[config.mk]
export PLATFORM = sky130hd
export DESIGN_NAME = mem_access_unit
export DESIGN_NICKNAME = d
export VERILOG_FILES = /design/src/rtl/mau_pkg.sv /design/src/rtl/mau_addr_gen.sv /design/src/rtl/mau_store_lanes.sv /design/src/rtl/mau_load_extract.sv /design/src/rtl/mem_access_unit.sv
export SDC_FILE = /design/constraint.sdc
export NUM_CORES = 1
export LEC_CHECK = 0
export CORE_AREA = 2 2 179 181
export CTS_BUF_LIST = sky130_fd_sc_hd__clkbuf_8
export CTS_CLUSTER_DIAMETER = 80
export DETAILED_ROUTE_END_ITERATION = 12
export DIE_AREA = 0 0 181 183
export DONT_BUFFER_PORTS = 1
export GPL_TIMING_DRIVEN = 0
export PLACE_DENSITY_LB_ADDON = 0.2
export SLEW_MARGIN = 20
export SYNTH_ARGS = -nofsm -noshare
export SYNTH_HDL_FRONTEND = slang
export SYNTH_HIERARCHICAL = 1
export SYNTH_SLANG_ARGS = --single-unit
[constraint.sdc]
create_clock -name clk -period 1.7 [get_ports clk]
set_input_delay 0.425 -clock clk [delete_from_list [all_inputs] [get_ports clk]]
set_output_delay 0.425 -clock clk [all_outputs]
set_load 0.05 [all_outputs]
[src/rtl/mau_pkg.sv]
`timescale 1ns/1ps
package mau_pkg;
   typedef enum logic [1:0] {
      SZ_BYTE = 2'd0,
      SZ_HALF = 2'd1,
      SZ_WORD = 2'd2,
      SZ_BAD  = 2'd3
   } acc_size_e;
endpackage

[src/rtl/mau_addr_gen.sv]
`timescale 1ns/1ps
module mau_addr_gen
   import mau_pkg::*;
#(
   parameter int ADDR_W      = 32,
   parameter int IMM_W       = 8,
   parameter int SHORT_IMM_W = 5
) (
   input  acc_size_e         size,
   input  logic              reg_offs,
   input  logic              sp_base,
   input  logic              is_signed,
   input  logic [ADDR_W-1:0] base_val,
   input  logic [IMM_W-1:0]  imm_field,
   input  logic [ADDR_W-1:0] offs_val,
   output logic [ADDR_W-1:0] eff_addr,
   output logic              misalign,
   output logic              illegal
);
   localparam int PAD_L = ADDR_W - IMM_W;
   localparam int PAD_S = ADDR_W - SHORT_IMM_W;

   logic [ADDR_W-1:0] long_imm;
   logic [ADDR_W-1:0] short_imm;
   logic [ADDR_W-1:0] offset;

   assign long_imm  = {{PAD_L{1'b0}}, imm_field};
   assign short_imm = {{PAD_S{1'b0}}, imm_field[SHORT_IMM_W-1:0]};

   always_comb begin
      offset = '0;
      if (reg_offs) begin
         offset = offs_val;
      end else begin
         case (size)
            SZ_WORD: offset = sp_base ? (long_imm << 2) : (short_imm << 2);
            SZ_HALF: offset = short_imm << 1;
            SZ_BYTE: offset = short_imm;
            default: offset = '0;
         endcase
      end
   end

   assign eff_addr = base_val + offset;

   always_comb begin
      case (size)
         SZ_WORD: misalign = (eff_addr[1:0] != 2'b00);
         SZ_HALF: misalign = eff_addr[0];
         default: misalign = 1'b0;
      endcase
   end

   assign illegal = (size == SZ_BAD) || (is_signed && !reg_offs);
endmodule

[src/rtl/mau_store_lanes.sv]
`timescale 1ns/1ps
module mau_store_lanes
   import mau_pkg::*;
#(
   parameter int DATA_W = 32
) (
   input  acc_size_e           size,
   input  logic [1:0]          lane,
   input  logic [DATA_W-1:0]   data,
   output logic [DATA_W/8-1:0] strb,
   output logic [DATA_W-1:0]   wdata
);
   localparam int LANES = DATA_W / 8;

   for (genvar i = 0; i < LANES; i++) begin : g_lane
      localparam logic [1:0] IDX = 2'(i);
      logic       en;
      logic [7:0] byte_v;
      always_comb begin
         case (size)
            SZ_BYTE: begin en = (lane == IDX);       byte_v = data[7:0];           end
            SZ_HALF: begin en = (lane[1] == IDX[1]); byte_v = data[8*(i%2) +: 8];  end
            SZ_WORD: begin en = 1'b1;                byte_v = data[8*i +: 8];      end
            default: begin en = 1'b0;                byte_v = data[8*i +: 8];      end
         endcase
      end
      assign strb[i]          = en;
      assign wdata[8*i +: 8]  = byte_v;
   end
endmodule

[src/rtl/mau_load_extract.sv]
`timescale 1ns/1ps
module mau_load_extract
   import mau_pkg::*;
#(
   parameter int DATA_W = 32
) (
   input  acc_size_e         size,
   input  logic              is_signed,
   input  logic [1:0]        lane,
   input  logic [DATA_W-1:0] rdata,
   output logic [DATA_W-1:0] result
);
   logic [7:0]  sel_b;
   logic [15:0] sel_h;

   assign sel_b = rdata[{lane, 3'b000} +: 8];
   assign sel_h = rdata[{lane[1], 4'b0000} +: 16];

   always_comb begin
      case (size)
         SZ_BYTE: result = {{(DATA_W-8){is_signed & sel_b[7]}}, sel_b};
         SZ_HALF: result = {{(DATA_W-16){is_signed & sel_h[15]}}, sel_h};
         default: result = rdata;
      endcase
   end
endmodule

[src/rtl/mem_access_unit.sv]
`timescale 1ns/1ps
module mem_access_unit
   import mau_pkg::*;
#(
   parameter int ADDR_W      = 32,
   parameter int DATA_W      = 32,
   parameter int IMM_W       = 8,
   parameter int SHORT_IMM_W = 5
) (
   input  logic                clk,
   input  logic                rst_n,
   input  logic                op_valid,
   output logic                op_ready,
   input  logic                op_store,
   input  logic                op_signed,
   input  logic [1:0]          op_size,
   input  logic                op_reg_offs,
   input  logic                op_sp_base,
   input  logic [ADDR_W-1:0]   base_val,
   input  logic [IMM_W-1:0]    imm_field,
   input  logic [ADDR_W-1:0]   offs_val,
   input  logic [DATA_W-1:0]   store_val,
   output logic                mem_req,
   output logic                mem_we,
   output logic [ADDR_W-1:0]   mem_addr,
   output logic [DATA_W/8-1:0] mem_strb,
   output logic [DATA_W-1:0]   mem_wdata,
   input  logic                mem_ack,
   input  logic [DATA_W-1:0]   mem_rdata,
   output logic                ld_valid,
   output logic [DATA_W-1:0]   ld_data,
   output logic                fault
);
   localparam int LANES = DATA_W / 8;

   if (DATA_W != 32) begin : g_bad_data_w
      $error("mem_access_unit: DATA_W must be 32");
   end
   if (ADDR_W < IMM_W + 2) begin : g_bad_addr_w
      $error("mem_access_unit: ADDR_W too small for scaled immediate");
   end
   if (SHORT_IMM_W > IMM_W || SHORT_IMM_W < 1) begin : g_bad_short
      $error("mem_access_unit: SHORT_IMM_W out of range");
   end

   acc_size_e          cur_size;
   logic [ADDR_W-1:0]  ea;
   logic               misalign, illegal;
   logic [LANES-1:0]   strb_n;
   logic [DATA_W-1:0]  wdata_n;
   logic [DATA_W-1:0]  ld_next;
   acc_size_e          hold_size;
   logic               hold_signed;
   logic [1:0]         hold_lane;

   assign cur_size = acc_size_e'(op_size);

   mau_addr_gen #(
      .ADDR_W(ADDR_W), .IMM_W(IMM_W), .SHORT_IMM_W(SHORT_IMM_W)
   ) u_agen (
      .size(cur_size), .reg_offs(op_reg_offs), .sp_base(op_sp_base),
      .is_signed(op_signed), .base_val(base_val), .imm_field(imm_field),
      .offs_val(offs_val), .eff_addr(ea), .misalign(misalign), .illegal(illegal)
   );

   mau_store_lanes #(.DATA_W(DATA_W)) u_st (
      .size(cur_size), .lane(ea[1:0]), .data(store_val),
      .strb(strb_n), .wdata(wdata_n)
   );

   mau_load_extract #(.DATA_W(DATA_W)) u_ld (
      .size(hold_size), .is_signed(hold_signed), .lane(hold_lane),
      .rdata(mem_rdata), .result(ld_next)
   );

   assign op_ready = !mem_req;

   always_ff @(posedge clk or negedge rst_n) begin
      if (!rst_n) begin
         mem_req     <= 1'b0;
         mem_we      <= 1'b0;
         mem_addr    <= '0;
         mem_strb    <= '0;
         mem_wdata   <= '0;
         ld_valid    <= 1'b0;
         ld_data     <= '0;
         fault       <= 1'b0;
         hold_size   <= SZ_WORD;
         hold_signed <= 1'b0;
         hold_lane   <= 2'b00;
      end else begin
         fault    <= 1'b0;
         ld_valid <= 1'b0;
         if (mem_req) begin
            if (mem_ack) begin
               mem_req <= 1'b0;
               if (!mem_we) begin
                  ld_valid <= 1'b1;
                  ld_data  <= ld_next;
               end
            end
         end else if (op_valid) begin
            if (misalign || illegal) begin
               fault <= 1'b1;
            end else begin
               mem_req     <= 1'b1;
               mem_we      <= op_store;
               mem_addr    <= ea;
               mem_strb    <= strb_n;
               mem_wdata   <= wdata_n;
               hold_size   <= cur_size;
               hold_signed <= op_signed;
               hold_lane   <= ea[1:0];
            end
         end
      end
   end
endmodule

==> results.rst <==
.. list-table::
   :header-rows: 1

   * - Metric
     - Value
   * - Worst-skew pair later-pin latency
     - 0.41 ns
   * - Synth-to-Final Area Change
     - 29.9%
   * - Number of fillers in the final layout
     - 3191
   * - Actual transition at the worst max-transition pin
     - 0.575 ns
   * - Sort of element at the end of the critical path
     - flip-flop
   * - First-pass DRT Iterations
     - 6
   * - Critical path data required time
     - 2.01 ns
   * - Most common flop cell mapped by yosys
     - sky130_fd_sc_hd__dfrtp_1
   * - Total I/O pin count
     - 251
   * - Multi-input logic area
     - 0.00517 mm^2
   * - Final critical delay including setup and external delays
     - 3.33 ns
   * - Worst relative slew slack
     - 61.6%
   * - Overall track demand over capacity in global routing
     - 14.9%
   * - Storage element area
     - 0.00269 mm^2
   * - Maximum number of pins on one net before global-route repair
     - 108
   * - Final estimated routing congestion in global placement
     - 0.811
   * - IR drop worst, VDD
     - 0.000566 V
   * - GRT overflow
     - 0
   * - Placed wire-length estimate after detailed placement
     - 17400 um
   * - Number of max-slew violations in the final report
     - 0
   * - CTS clock-pin slew for the worst setup and hold paths
     - 0.11 ns
   * - Area of the mapped netlist
     - 0.00766 mm^2
   * - Total leakage power
     - 4.32 nW
   * - Worst slack on hold paths
     - -0.300 ns
   * - Number of antenna repair diodes
     - 0
   * - Total Routed Length
     - 24500 um
   * - Hold Vio Cnt, Final
     - 107
   * - Summed area of non-filler cells in the final layout
     - 0.00995 mm^2
   * - CTS root buffer
     - sky130_fd_sc_hd__clkbuf_8
   * - Vias in the first global route
     - 5937
   * - Wire length of the first global-routing pass
     - 36700 um
   * - CP Class
     - in -> reg
   * - Arrival @ worst endpoint
     - 3.64 ns
   * - Number of placement rows
     - 65
   * - Post-Syn Nets
     - 872
   * - Post-route fraction of the period consumed by the critical path
     - 196%
   * - Starting density of the core
     - 24.5%
   * - CTS tree
     - built
   * - Max Cap Viol
     - 0
   * - Number of vias in the routed layout
     - 5543
   * - Count of state elements after synthesis
     - 107
   * - Status
     - finished, violations left
   * - Maximum fanout along the worst path
     - 8
   * - Number of buffers inserted during clock tree synthesis
     - 9
   * - Chip height
     - 183 um
   * - Ratio of total power to cell area
     - 1530 mW/mm^2
   * - Post-Place Cells
     - 1092
   * - Drt first-iter violations
     - 245
   * - Failing checks
     - negative hold slack, negative setup slack
   * - Unrepaired setup endpoints after global routing
     - true
   * - Clk sink count
     - 107
   * - Via density per instance
     - 4.74
   * - Class of the tightest hold or removal check
     - in -> async
   * - Routed len/inst
     - 21.0 um
   * - Worst Setup Slack, final
     - -1.63 ns
   * - Antenna violations before repair
     - 0
   * - Count of mapped cells out of synthesis
     - 690
   * - Startpoint type of the worst setup path
     - input port
   * - Number of synthesized flops with an enable pin
     - 0
   * - Yosys Warn Count
     - 6
   * - Area after detailed placement
     - 0.00833 mm^2
   * - Post-Synthesis Mean Instance Area
     - 11.1 um^2
   * - Layout Skew
     - 0.0125 ns
   * - H-tree Lvls
     - 3
   * - DRC violation count after routing
     - 0
   * - Number of distinct library cell variants in the gate-level netlist after synthesis
     - 74
   * - Post-route antenna net violation count
     - 0
   * - Die ar.
     - 0.0331 mm^2
   * - Core area
     - 0.0312 mm^2
   * - Final Setup Violations
     - 104
   * - Ys async rst share
     - 100%
   * - Overall die width
     - 181 um
   * - Maximum root-to-sink buffer count
     - 2
   * - Finished Layout Cells
     - 1170
   * - Achievable frequency
     - 300 MHz
   * - Sequential area share after synthesis
     - 35.0%
   * - Proportion of layout cells with a drive suffix above 1
     - 49.0%
   * - Number of input and output port buffers inserted
     - 0
   * - Final #Nets
     - 945
cells in the mapped netlist, types with 3 or more instances:
master | instances | area, um^2
sky130_fd_sc_hd__dfrtp_1 | 106 | 2650
sky130_fd_sc_hd__mux2_4 | 69 | 1040
sky130_fd_sc_hd__nand2_1 | 63 | 236
sky130_fd_sc_hd__mux2_2 | 60 | 676
sky130_fd_sc_hd__a21oi_1 | 52 | 260
sky130_fd_sc_hd__o21ai_0 | 40 | 200
sky130_fd_sc_hd__ha_1 | 35 | 438
sky130_fd_sc_hd__and2_1 | 24 | 150
sky130_fd_sc_hd__buf_4 | 16 | 120
sky130_fd_sc_hd__xnor2_1 | 16 | 140
sky130_fd_sc_hd__a21o_1 | 12 | 90.1
sky130_fd_sc_hd__mux2i_1 | 12 | 120
sky130_fd_sc_hd__xor2_1 | 12 | 105
sky130_fd_sc_hd__a22oi_1 | 11 | 82.6
sky130_fd_sc_hd__clkbuf_1 | 11 | 41.3
sky130_fd_sc_hd__inv_1 | 11 | 41.3
sky130_fd_sc_hd__nor2b_1 | 11 | 68.8
sky130_fd_sc_hd__a21oi_2 | 10 | 87.6
sky130_fd_sc_hd__buf_2 | 9 | 45.0
sky130_fd_sc_hd__buf_12 | 7 | 140
sky130_fd_sc_hd__nor2_1 | 7 | 26.3
sky130_fd_sc_hd__a21o_2 | 6 | 52.6
sky130_fd_sc_hd__a211oi_1 | 5 | 37.5
sky130_fd_sc_hd__buf_6 | 5 | 56.3
sky130_fd_sc_hd__nand3_1 | 4 | 20.0
sky130_fd_sc_hd__nand4_1 | 4 | 25.0
sky130_fd_sc_hd__nor3_1 | 4 | 20.0
sky130_fd_sc_hd__o21bai_1 | 4 | 30.0
sky130_fd_sc_hd__a222oi_1 | 3 | 30.0
sky130_fd_sc_hd__nand2b_1 | 3 | 18.8
sky130_fd_sc_hd__o21a_1 | 3 | 22.5
sky130_fd_sc_hd__o21ai_1 | 3 | 15.0
state kept, by name, indices dropped and copies added (netlist names), 2 cells and up:
| name | cells |
|---|---|
| hold_size | 2 |
| mem_wdata | 32 |
| mem_strb | 4 |
| ld_data | 32 |
| mem_addr | 32 |
layer usage:
metal  up-vias  part of all wire [%]  global-route usage [%]
li1       2640                     -                       -
met1      2692                    43                    17.9
met3        19                   9.0                    6.14
met4         0                   1.5                    4.13
met2       192                    47                    24.4
met5         -                     0                       0
worst paths after layout:
kind | start | end | slack (ns) | depth (start not counted)
worst max register to register | mem_addr[1]$_DFFE_PN0P_ | ld_data[24]$_DFFE_PN0P_ | -0.39 | 8
worst min register to register | hold_signed$_DFFE_PN0P_ | hold_signed$_DFFE_PN0P_ | 0.63 | 1
max in group asynchronous | rst_n | hold_size[1]$_DFFE_PN1P_ | 1.77 | 0
worst max-delay path | op_size[1] | mem_addr[26]$_DFFE_PN0P_ | -1.63 | 15
min in group clk | mem_ack | mem_req$_DFF_PN0_ | 0.08 | 1
worst min-delay path | rst_n | ld_data[1]$_DFFE_PN0P_ | -0.30 | 0
metrics by stage:
step	TNS (ns)	hold slack, ns	setup slack, ns	power, mW	utilization, %
detailed placement	-127.65	0.138	-2.38	12.0	26.7
CTS	-70.31	-0.359	-1.56	15.1	31.0
global placement	-127.25	0.135	-2.41	12.0	26.7
floorplan	-89.13	0.129	-1.91	10.9	-
global route	-79.97	-0.374	-1.72	16.0	31.9
finish	-73.58	-0.300	-1.63	15.2	31.9
logic make-up (layout without fill, tap and decap cells):
family,Yosys count,after routing,share of synthesized area [%]
compound gates,177,177,16.2
fa+ha+maj,36,36,5.98
buf+inv,63,141,6.37
simple gates,138,138,9.44
mux,141,141,23.9
flops,107,107,35.0
xor+xnor,28,28,3.20
where the power goes:
| part | total (mW) | internal, mW | switching (mW) |
|---|---|---|---|
| sequential | 8.16 | 3.52 | 4.64 |
| clock | 1.87 | 0.871 | 1.00 |
| combinational | 5.19 | 3.12 | 2.07 |
| total | 15.2 | 7.52 | 7.72 |
area by class of cell:
cell class | count | area share, %
Sequential cell | 107 | 27.0
Buffer | 50 | 4.99
Timing Repair Buffer | 64 | 7.99
Inverter | 11 | 0.704
Tap cell | 402 | 5.05
Multi-Input combinational cell | 520 | 51.9
Clock buffer | 10 | 1.38
Clock inverter | 6 | 0.880
worst max-delay path, cell delays in order:
cell and delay, ns:
sky130_fd_sc_hd__inv_12 0.02, sky130_fd_sc_hd__ha_4 0.16, sky130_fd_sc_hd__a222oi_1 0.36, sky130_fd_sc_hd__o21ai_1 0.12, sky130_fd_sc_hd__ha_1 0.32, sky130_fd_sc_hd__a211o_1 0.36, sky130_fd_sc_hd__a2111oi_4 0.42, sky130_fd_sc_hd__o31ai_4 0.12
sky130_fd_sc_hd__o41ai_4 0.22, sky130_fd_sc_hd__buf_4 0.20, sky130_fd_sc_hd__o21ai_4 0.09, sky130_fd_sc_hd__a31oi_4 0.29, sky130_fd_sc_hd__o31ai_4 0.09, sky130_fd_sc_hd__xor2_1 0.17, sky130_fd_sc_hd__mux2_4 0.26
cell usage in the layout (no fill, tap or decap), types with 5 or more instances in the layout:
| cell type | instances |
|---|---|
| sky130_fd_sc_hd__clkbuf_1 | 5 |
| sky130_fd_sc_hd__clkbuf_8 | 12 |
| sky130_fd_sc_hd__xor2_1 | 12 |
| sky130_fd_sc_hd__xnor2_1 | 14 |
| sky130_fd_sc_hd__o21ai_0 | 24 |
| sky130_fd_sc_hd__o21ai_2 | 10 |
| sky130_fd_sc_hd__nand2_1 | 60 |
| sky130_fd_sc_hd__o21ai_1 | 8 |
| sky130_fd_sc_hd__dfrtp_1 | 101 |
| sky130_fd_sc_hd__mux2_2 | 37 |
| sky130_fd_sc_hd__nor2b_1 | 9 |
| sky130_fd_sc_hd__mux2i_1 | 10 |
| sky130_fd_sc_hd__ha_1 | 30 |
| sky130_fd_sc_hd__buf_12 | 14 |
| sky130_fd_sc_hd__a21oi_1 | 26 |
| sky130_fd_sc_hd__a21o_2 | 6 |
| sky130_fd_sc_hd__a21oi_2 | 23 |
| sky130_fd_sc_hd__a22oi_2 | 10 |
| sky130_fd_sc_hd__nor2_1 | 5 |
| sky130_fd_sc_hd__buf_2 | 6 |
| sky130_fd_sc_hd__buf_16 | 7 |
| sky130_fd_sc_hd__buf_4 | 48 |
| sky130_fd_sc_hd__inv_1 | 9 |
| sky130_fd_sc_hd__a21o_1 | 12 |
| sky130_fd_sc_hd__buf_6 | 23 |
| sky130_fd_sc_hd__and2_1 | 23 |
| sky130_fd_sc_hd__mux2_4 | 92 |
| sky130_fd_sc_hd__a21oi_4 | 13 |
repair_timing:
action | 4_1_cts | 5_1_grt
endpoints found under the hold margin | 107 | 107
cloned | 11 | 0
resized for setup | 115 | 67
endpoints found under the setup margin | 108 | 107
buffers inserted | 54 | 7
pin swaps | 42 | 29
No activity file was read; power rests on OpenSTA's default activity.
